--- src/rtl/atten_ctl_pkg.sv ---
package atten_ctl_pkg;
  localparam int unsigned CODE_W_DEF  = 7;
  localparam int unsigned ADDR_W_DEF  = 3;
  localparam int unsigned FIELD_W_DEF = 8;
  localparam int unsigned SYNC_N_DEF  = 2;
endpackage

--- src/rtl/atten_sync.sv ---
module atten_sync #(
  parameter int unsigned WIDTH  = 1,
  parameter int unsigned STAGES = 2
) (
  input  logic             clk,
  input  logic             rst_n,
  input  logic [WIDTH-1:0] din,
  output logic [WIDTH-1:0] dout
);
  logic [STAGES-1:0][WIDTH-1:0] stage_q;
  logic [STAGES-1:0][WIDTH-1:0] stage_d;

  always_comb begin
    stage_d[0] = din;
    for (int i = 1; i < STAGES; i++) begin
      stage_d[i] = stage_q[i-1];
    end
  end

  always_ff @(posedge clk or negedge rst_n) begin
    if (!rst_n) begin
      stage_q <= '0;
    end else begin
      stage_q <= stage_d;
    end
  end

  assign dout = stage_q[STAGES-1];
endmodule

--- src/rtl/atten_edge.sv ---
module atten_edge #(
  parameter int unsigned WIDTH = 1
) (
  input  logic             clk,
  input  logic             rst_n,
  input  logic [WIDTH-1:0] level,
  output logic [WIDTH-1:0] rise
);
  logic [WIDTH-1:0] prev_q;

  always_ff @(posedge clk or negedge rst_n) begin
    if (!rst_n) begin
      prev_q <= '0;
    end else begin
      prev_q <= level;
    end
  end

  assign rise = level & ~prev_q;
endmodule

--- src/rtl/atten_shift.sv ---
module atten_shift #(
  parameter int unsigned FIELD_W = 8,
  parameter int unsigned ADDR_W  = 3
) (
  input  logic               clk,
  input  logic               rst_n,
  input  logic               shift_en,
  input  logic               bit_in,
  output logic [FIELD_W-1:0] att_field,
  output logic [ADDR_W-1:0]  addr_lo
);
  localparam int unsigned SHIFT_W = 2 * FIELD_W;

  logic [SHIFT_W-1:0] frame_q;
  logic [SHIFT_W-1:0] frame_d;

  always_comb begin
    frame_d = frame_q;
    if (shift_en) begin
      frame_d = {bit_in, frame_q[SHIFT_W-1:1]};
    end
  end

  always_ff @(posedge clk or negedge rst_n) begin
    if (!rst_n) begin
      frame_q <= '0;
    end else begin
      frame_q <= frame_d;
    end
  end

  assign att_field = frame_q[FIELD_W-1:0];
  assign addr_lo   = frame_q[FIELD_W +: ADDR_W];
endmodule

--- src/rtl/atten_outreg.sv ---
module atten_outreg #(
  parameter int unsigned CODE_W  = 7,
  parameter int unsigned ADDR_W  = 3,
  parameter int unsigned FIELD_W = 8
) (
  input  logic               clk,
  input  logic               rst_n,
  input  logic               mode_ser,
  input  logic               le_level,
  input  logic               le_rise,
  input  logic [CODE_W-1:0]  par_code,
  input  logic [FIELD_W-1:0] att_field,
  input  logic [ADDR_W-1:0]  addr_lo,
  input  logic [ADDR_W-1:0]  strap_addr,
  output logic [CODE_W-1:0]  code_q
);
  logic              guard_set;
  logic              addr_hit;
  logic              load;
  logic [CODE_W-1:0] load_val;
  logic [CODE_W-1:0] code_d;

  always_comb begin
    guard_set = |att_field[FIELD_W-1:CODE_W];
    addr_hit  = (addr_lo == strap_addr);
    if (mode_ser) begin
      load     = le_rise && addr_hit && !guard_set;
      load_val = att_field[CODE_W-1:0];
    end else begin
      load     = le_level;
      load_val = par_code;
    end
    code_d = load ? load_val : code_q;
  end

  always_ff @(posedge clk or negedge rst_n) begin
    if (!rst_n) begin
      code_q <= '1;
    end else begin
      code_q <= code_d;
    end
  end
endmodule

--- src/rtl/atten_ctl.sv ---
module atten_ctl
  import atten_ctl_pkg::*;
#(
  parameter int unsigned CODE_W  = CODE_W_DEF,
  parameter int unsigned ADDR_W  = ADDR_W_DEF,
  parameter int unsigned FIELD_W = FIELD_W_DEF,
  parameter int unsigned SYNC_N  = SYNC_N_DEF
) (
  input  logic              clk,
  input  logic              rst_n,
  input  logic              mode_ser,
  input  logic              sclk,
  input  logic              sdata,
  input  logic              latch_en,
  input  logic [CODE_W-1:0] par_word,
  input  logic [ADDR_W-1:0] strap_addr,
  output logic [CODE_W-1:0] atten_out
);
  localparam int unsigned SYNC_W = CODE_W + 4;

  logic [1:0]         rst_pipe_q;
  logic               rst_sync_n;
  logic [SYNC_W-1:0]  raw_bus;
  logic [SYNC_W-1:0]  sync_bus;
  logic               s_mode;
  logic               s_le;
  logic               s_sclk;
  logic               s_data;
  logic [CODE_W-1:0]  s_par;
  logic               le_rise;
  logic               sclk_rise;
  logic               shift_en;
  logic [FIELD_W-1:0] att_field;
  logic [ADDR_W-1:0]  addr_lo;

  always_ff @(posedge clk or negedge rst_n) begin
    if (!rst_n) begin
      rst_pipe_q <= '0;
    end else begin
      rst_pipe_q <= {rst_pipe_q[0], 1'b1};
    end
  end
  assign rst_sync_n = rst_pipe_q[1];

  assign raw_bus = {mode_ser, latch_en, sclk, sdata, par_word};

  atten_sync #(.WIDTH(SYNC_W), .STAGES(SYNC_N)) u_sync (
    .clk  (clk),
    .rst_n(rst_sync_n),
    .din  (raw_bus),
    .dout (sync_bus)
  );

  assign {s_mode, s_le, s_sclk, s_data, s_par} = sync_bus;

  atten_edge #(.WIDTH(2)) u_edge (
    .clk  (clk),
    .rst_n(rst_sync_n),
    .level({s_le, s_sclk}),
    .rise ({le_rise, sclk_rise})
  );

  assign shift_en = s_mode && sclk_rise && !s_le;

  atten_shift #(.FIELD_W(FIELD_W), .ADDR_W(ADDR_W)) u_shift (
    .clk      (clk),
    .rst_n    (rst_sync_n),
    .shift_en (shift_en),
    .bit_in   (s_data),
    .att_field(att_field),
    .addr_lo  (addr_lo)
  );

  atten_outreg #(.CODE_W(CODE_W), .ADDR_W(ADDR_W), .FIELD_W(FIELD_W)) u_out (
    .clk       (clk),
    .rst_n     (rst_sync_n),
    .mode_ser  (s_mode),
    .le_level  (s_le),
    .le_rise   (le_rise),
    .par_code  (s_par),
    .att_field (att_field),
    .addr_lo   (addr_lo),
    .strap_addr(strap_addr),
    .code_q    (atten_out)
  );
endmodule

--- config.mk ---
export PLATFORM = sky130hd
export DESIGN_NAME = atten_ctl
export DESIGN_NICKNAME = d
export VERILOG_FILES = /design/src/rtl/atten_ctl_pkg.sv /design/src/rtl/atten_sync.sv /design/src/rtl/atten_edge.sv /design/src/rtl/atten_shift.sv /design/src/rtl/atten_outreg.sv /design/src/rtl/atten_ctl.sv
export SDC_FILE = /design/constraint.sdc
export NUM_CORES = 1
export LEC_CHECK = 0
export CAP_MARGIN = 20
export CORE_AREA = 4 4 45 86
export CTS_CLUSTER_SIZE = 12
export DETAILED_ROUTE_END_ITERATION = 8
export DIE_AREA = 0 0 49 90
export DONT_BUFFER_PORTS = 1
export GPL_ROUTABILITY_DRIVEN = 0
export GPL_TIMING_DRIVEN = 0
export PLACE_DENSITY = 0.69
export SLEW_MARGIN = 10
export SYNTH_ARGS = -nofsm -noshare
export SYNTH_HDL_FRONTEND = slang
export SYNTH_SLANG_ARGS = --single-unit
--- constraint.sdc ---
create_clock -name clk -period 1.5 [get_ports clk]
set_clock_uncertainty 0.1 [all_clocks]
set_input_delay 0.075 -clock clk [delete_from_list [all_inputs] [get_ports clk]]
set_output_delay 0.075 -clock clk [all_outputs]
set_load 0.02 [all_outputs]
Yosys cells after proc, flatten, opt, wreduce, memory -nomap -nowiden

Cells that the tools add are included.

Equality and inequality tests: 1
Muxes and demuxes: 2
Bitwise gates (word level): 2
Reduce and logical (&&, ||, !) cells: 6

Operators with widths:

| cell                | number |
|---|---|
| 2-to-1 mux 7 bit    | 1 |
| logical AND 1 bit   | 4 |
| equality test 3 bit | 1 |
| AND 2 bit           | 1 |
| logical NOT 1 bit   | 2 |
| NOT 2 bit           | 1 |
| 2-to-1 mux 1 bit    | 1 |

Flip-flop bits (word level): 49
Input bits: 16
Output and inout bits: 7

Longest topological paths before layout

Depth after elaboration: 5
Mapped depth: 5
Mapped depth without buffers: 3

By module

From an unflattened synthesis, not the netlist that was laid out.

Cell total of the unflattened synthesis: 103
Area, all modules: 1839.3 µm²

By module, submodules not included:

| module       | times used | cells an instance | area an instance (µm²) |
|---|---|---|---|
| atten_shift  | 1          | 45                | 732.0 |
| atten_sync   | 1          | 22                | 550.5 |
| atten_outreg | 1          | 28                | 416.6 |
| atten_edge   | 1          | 4                 | 77.6 |
| atten_ctl    | 1          | 4                 | 62.6 |

Worst setup path after synthesis

Ideal clock, no wire load.

Path kind: flip-flop to flip-flop
Start: register u_shift.frame_q[7]
End: register u_out.code_q[0]
Setup time: 0.082 ns
Data arrival time: 1.499 ns
Data required time: 1.318 ns
Setup slack: -0.181 ns
Cell stages (with the launch flop): 4
Buffers on the path: 0
Period minus slack after synthesis: 1.681 ns
Cell sequence: dfrtp_1 > or3b_4 > o41ai_4 > mux2_2

Longest elaborated chain between the ends: 3

Ends and longest elaborated chain:

| what                     | RTL line           | RTL |
|---|---|---|
| start: declaration       | atten_shift.sv:14  | `logic [SHIFT_W-1:0] frame_q;` |
| start signal: assignment | atten_shift.sv:28  | `frame_q <= frame_d;` |
| logical NOT 1 bit        | atten_outreg.sv:27 | `load = le_rise && addr_hit && !guard_set;` |
| logical AND 1 bit        | atten_outreg.sv:27 |  |
| 2-to-1 mux 1 bit         | atten_outreg.sv:26 | `if (mode_ser) begin` |
| end signal: assignment   | atten_outreg.sv:40 | `code_q <= code_d;` |
| end: declaration         | atten_outreg.sv:15 | `output logic [CODE_W-1:0] code_q` |

Every way passes these cells.
A chain may end at the register's enable or synchronous reset.

Worst setup path in the final report

Start: register u_sync.stage_q (netlist bit u_sync.dout[9])
End: register u_out.code_q[3]

Longest elaborated chain between the ends: 4

Ends and longest elaborated chain:

| what                            | RTL line           | RTL |
|---|---|---|
| start: declaration              | atten_sync.sv:10   | `logic [STAGES-1:0][WIDTH-1:0] stage_q;` |
| start signal: assignment        | atten_sync.sv:24   | `stage_q <= stage_d;` |
| AND 2 bit                       | atten_edge.sv:19   | `assign rise = level & ~prev_q;` |
| logical AND 1 bit (2 in series) | atten_outreg.sv:27 |  |
| 2-to-1 mux 1 bit *              | atten_outreg.sv:26 |  |

Mark *: on every way between the ends. The rest lies on a longest branch, timed or not.

==> impl_metrics.json <==
{
  "yosysTopAreaCell": "dfrtp_1",
  "rows": 29,
  "vias_per_cell": 5.28,
  "drc": 0,
  "clockBufferDepth": 2,
  "holdWs_ns": 0.235,
  "r2r_cells": 4,
  "fillers": 227,
  "wl_um": 2410,
  "placed_cells_incl_taps": 121,
  "hp-class": "in -> reg",
  "tritoncts": "built",
  "io_pins": 23,
  "p_sw_mw": 0.558,
  "hold_violations": 0,
  "setup_slack_ns": -0.236,
  "cap_violations": 0,
  "p_int_mw": 2.14,
  "num_vias": 797,
  "final-setup-viol-count": 20,
  "r2r_setup_slack_ns": -0.24,
  "dieWidth_um": 49,
  "first_iter_violations": 4,
  "detail-route-antenna-nets": 0,
  "violations": "negative setup slack",
  "ff_latch_area_um2": 1240,
  "worst_pin_slew_ns": 0.946,
  "arrival_ns": 1.86,
  "rsz0062_at_grt": "true",
  "start_util": 0.525,
  "drv_slew": 0,
  "dp_hpwl_um": 1480,
  "grt_pass1_wl_um": 4260,
  "fin_crit_ns": 1.74,
  "ys_types": 10,
  "p_seq_frac": 0.579,
  "synthCells": 90,
  "p_clk_frac": 0.345,
  "grt.overflow.total": 0,
  "ys_ff_latch": 49,
  "die_area_um2": 4410,
  "syn_area_per_cell_um2": 18.6,
  "synth_sequential_area_ratio": 0.737,
  "end_kind": "register",
  "h-tree-depth": 2,
  "whs_endpoint": "u_sync.stage_d[12]",
  "multi_input_area_um2": 457,
  "worstHoldStart": "par_word[1]",
  "synth_warnings": 0,
  "nNetsFinal": 135,
  "cp_data_required_time_ns": 1.62,
  "track_usage": 0.125,
  "core_area_um2": 3190,
  "area_delta_synth_final_pct": 27.2,
  "clkSlewWorstSetupHoldPaths_ns": 0.08,
  "antenna_cells": 0,
  "p_leak_nw": 0.995,
  "fin_total_pwr_mw": 2.70,
  "power_density_nw_per_um2": 1270,
  "whs_path_depth": 1,
  "synth.net_count": 106,
  "cts_buffers": 5,
  "synth.top_cell.area_share": 0.627,
  "outcome": "finished with violations",
  "slew_headroom": 0.369,
  "preCtsSetupSlack_ns": -0.420,
  "timing.critical_path.fanout_max": 4,
  "rr_endpoint": "u_out.code_q[3]",
  "drive_gt1_frac": 0.500,
  "ir_drop_mv": 0.949,
  "io_buffers": 0,
  "grt_pass1_vias": 916,
  "cts-root-buf": "clkbuf_8",
  "grt_antenna_before_repair": 0,
  "synth_area_um2": 1680,
  "r2r_start": "u_sync.dout[9]",
  "fin_crit_sh": 1.16,
  "synth_area_leaders": "dfrtp_1 63%, mux2_2 20%, dfstp_2 11%, o41ai_4 1.6%, xor2_1 1.6%",
  "swShare": 0.207,
  "first_pass_iters": 2,
  "fp.dieH_um": 90,
  "cts.sinks": 49,
  "critical_path_class": "reg -> reg",
  "grt_max_degree": 48,
  "fin_cells": 151,
  "start_kind": "register",
  "clock_latency_ns": 0.29,
  "p_comb_frac": 0.076,
  "fmax_ghz": 0.576,
  "avgRoutedWirePerCell_um": 16.0
}
-- synthesized netlist by cell type --
master,count
dfrtp_1,42
mux2_2,30
dfstp_2,7
buf_2,3
xor2_1,3
and4bb_2,1
conb_1,1
o41ai_4,1
or2b_1,1
or3b_4,1
-- state kept, by name, summed over array words and instances, names as in the netlist --
signal / flops
u_edge.prev_q: 2
u_out.code_q: 7
u_shift.frame_q: 16
u_sync.stage_d: 11
rst_pipe_q: 2
u_sync.dout: 11
-- metrics by stage --
step	setup TNS [ns]	instance area, um2	util
finish	-2.55	2130	0.668
global route	-3.55	2130	0.668
CTS	-2.60	2090	0.654
detailed placement	-3.84	1730	0.541
global placement	-3.25	1730	0.541
floorplan	-1.27	1690	-
-- area by class of cell --
type,count,share of cell area
Sequential cell,49,0.580
Multi-Input combinational cell,38,0.214
Timing Repair Buffer,22,0.116
Clock buffer,7,0.0405
Tap cell,31,0.0182
Buffer,3,0.0176
Clock inverter,1,0.0141
-- cells by family (layout without fill, tap and decap cells) --
kind of cell	after synthesis	count (layout)	share of synthesized area
flops	49	49	0.737
mux	30	30	0.201
xor+xnor	3	3	0.0157
simple gates	3	3	0.0187
buf+inv	3	33	0.00895
other cells	1	1	0.00224
compound gates	1	1	0.0164
-- layer usage --
layer	vias to the layer above	routed length [um]	track usage
met5	-	0	0
met2	18	1330	0.206
met3	7	117	0.0381
li1	362	-	-
met4	0	67	0.0674
met1	410	894	0.141
-- critical path: stages (launching register included) --
cell and delay, ns:
dfrtp_1 0.39, or3b_4 0.40, o41ai_4 0.24, buf_4 0.22
mux2_4 0.31
-- power by group through the flow --
stage / logic [mW] / registers [mW] / clock network, mW
2_1_floorplan: 0.120 / 1.56 / 0
4_1_cts: 0.201 / 1.57 / 0.964
6_report: 0.206 / 1.56 / 0.931
5_1_grt: 0.225 / 1.58 / 1.02
3_3_place_gp: 0.129 / 1.58 / 0
3_5_place_dp: 0.136 / 1.59 / 0
-- how the worst max path moves through the flow --
| stage | start | to | slack [ns] |
|---|---|---|---|
| final | u_sync.dout[9] | u_out.code_q[3] | -0.24 |
| after global routing | u_sync.dout[9] | u_out.code_q[3] | -0.30 |
| after CTS | u_sync.dout[9] | u_out.code_q[3] | -0.29 |
| after detailed placement | u_sync.dout[9] | u_out.code_q[5] | -0.42 |
| after global placement | u_sync.dout[9] | u_out.code_q[2] | -0.37 |
| after floorplan | u_shift.frame_q[7] | u_out.code_q[0] | -0.18 |
-- repair_timing --
item | CTS | global route
buffers inserted | 4 | 4
cloned | 1 | 0
pin swaps | 1 | 1
hold buffers | 13 | 0
endpoints found under the hold margin | 13 | 0
setup endpoints to repair | 17 | 23
gates resized for setup | 13 | 0
-- placed cells by master (no fill, tap or decap) --
cell	count
dfrtp_2	1
mux2_2	22
conb_1	1
mux2_4	8
buf_4	5
o41ai_4	1
buf_16	1
dfrtp_1	41
or2b_1	1
buf_12	2
clkbuf_1	1
dlygate4sd3_1	13
or3b_4	1
bufinv_16	1
and4bb_2	1
buf_8	1
clkbuf_8	6
buf_6	3
dfstp_2	7
xor2_1	3
Power figures use the tool's default switching activity.
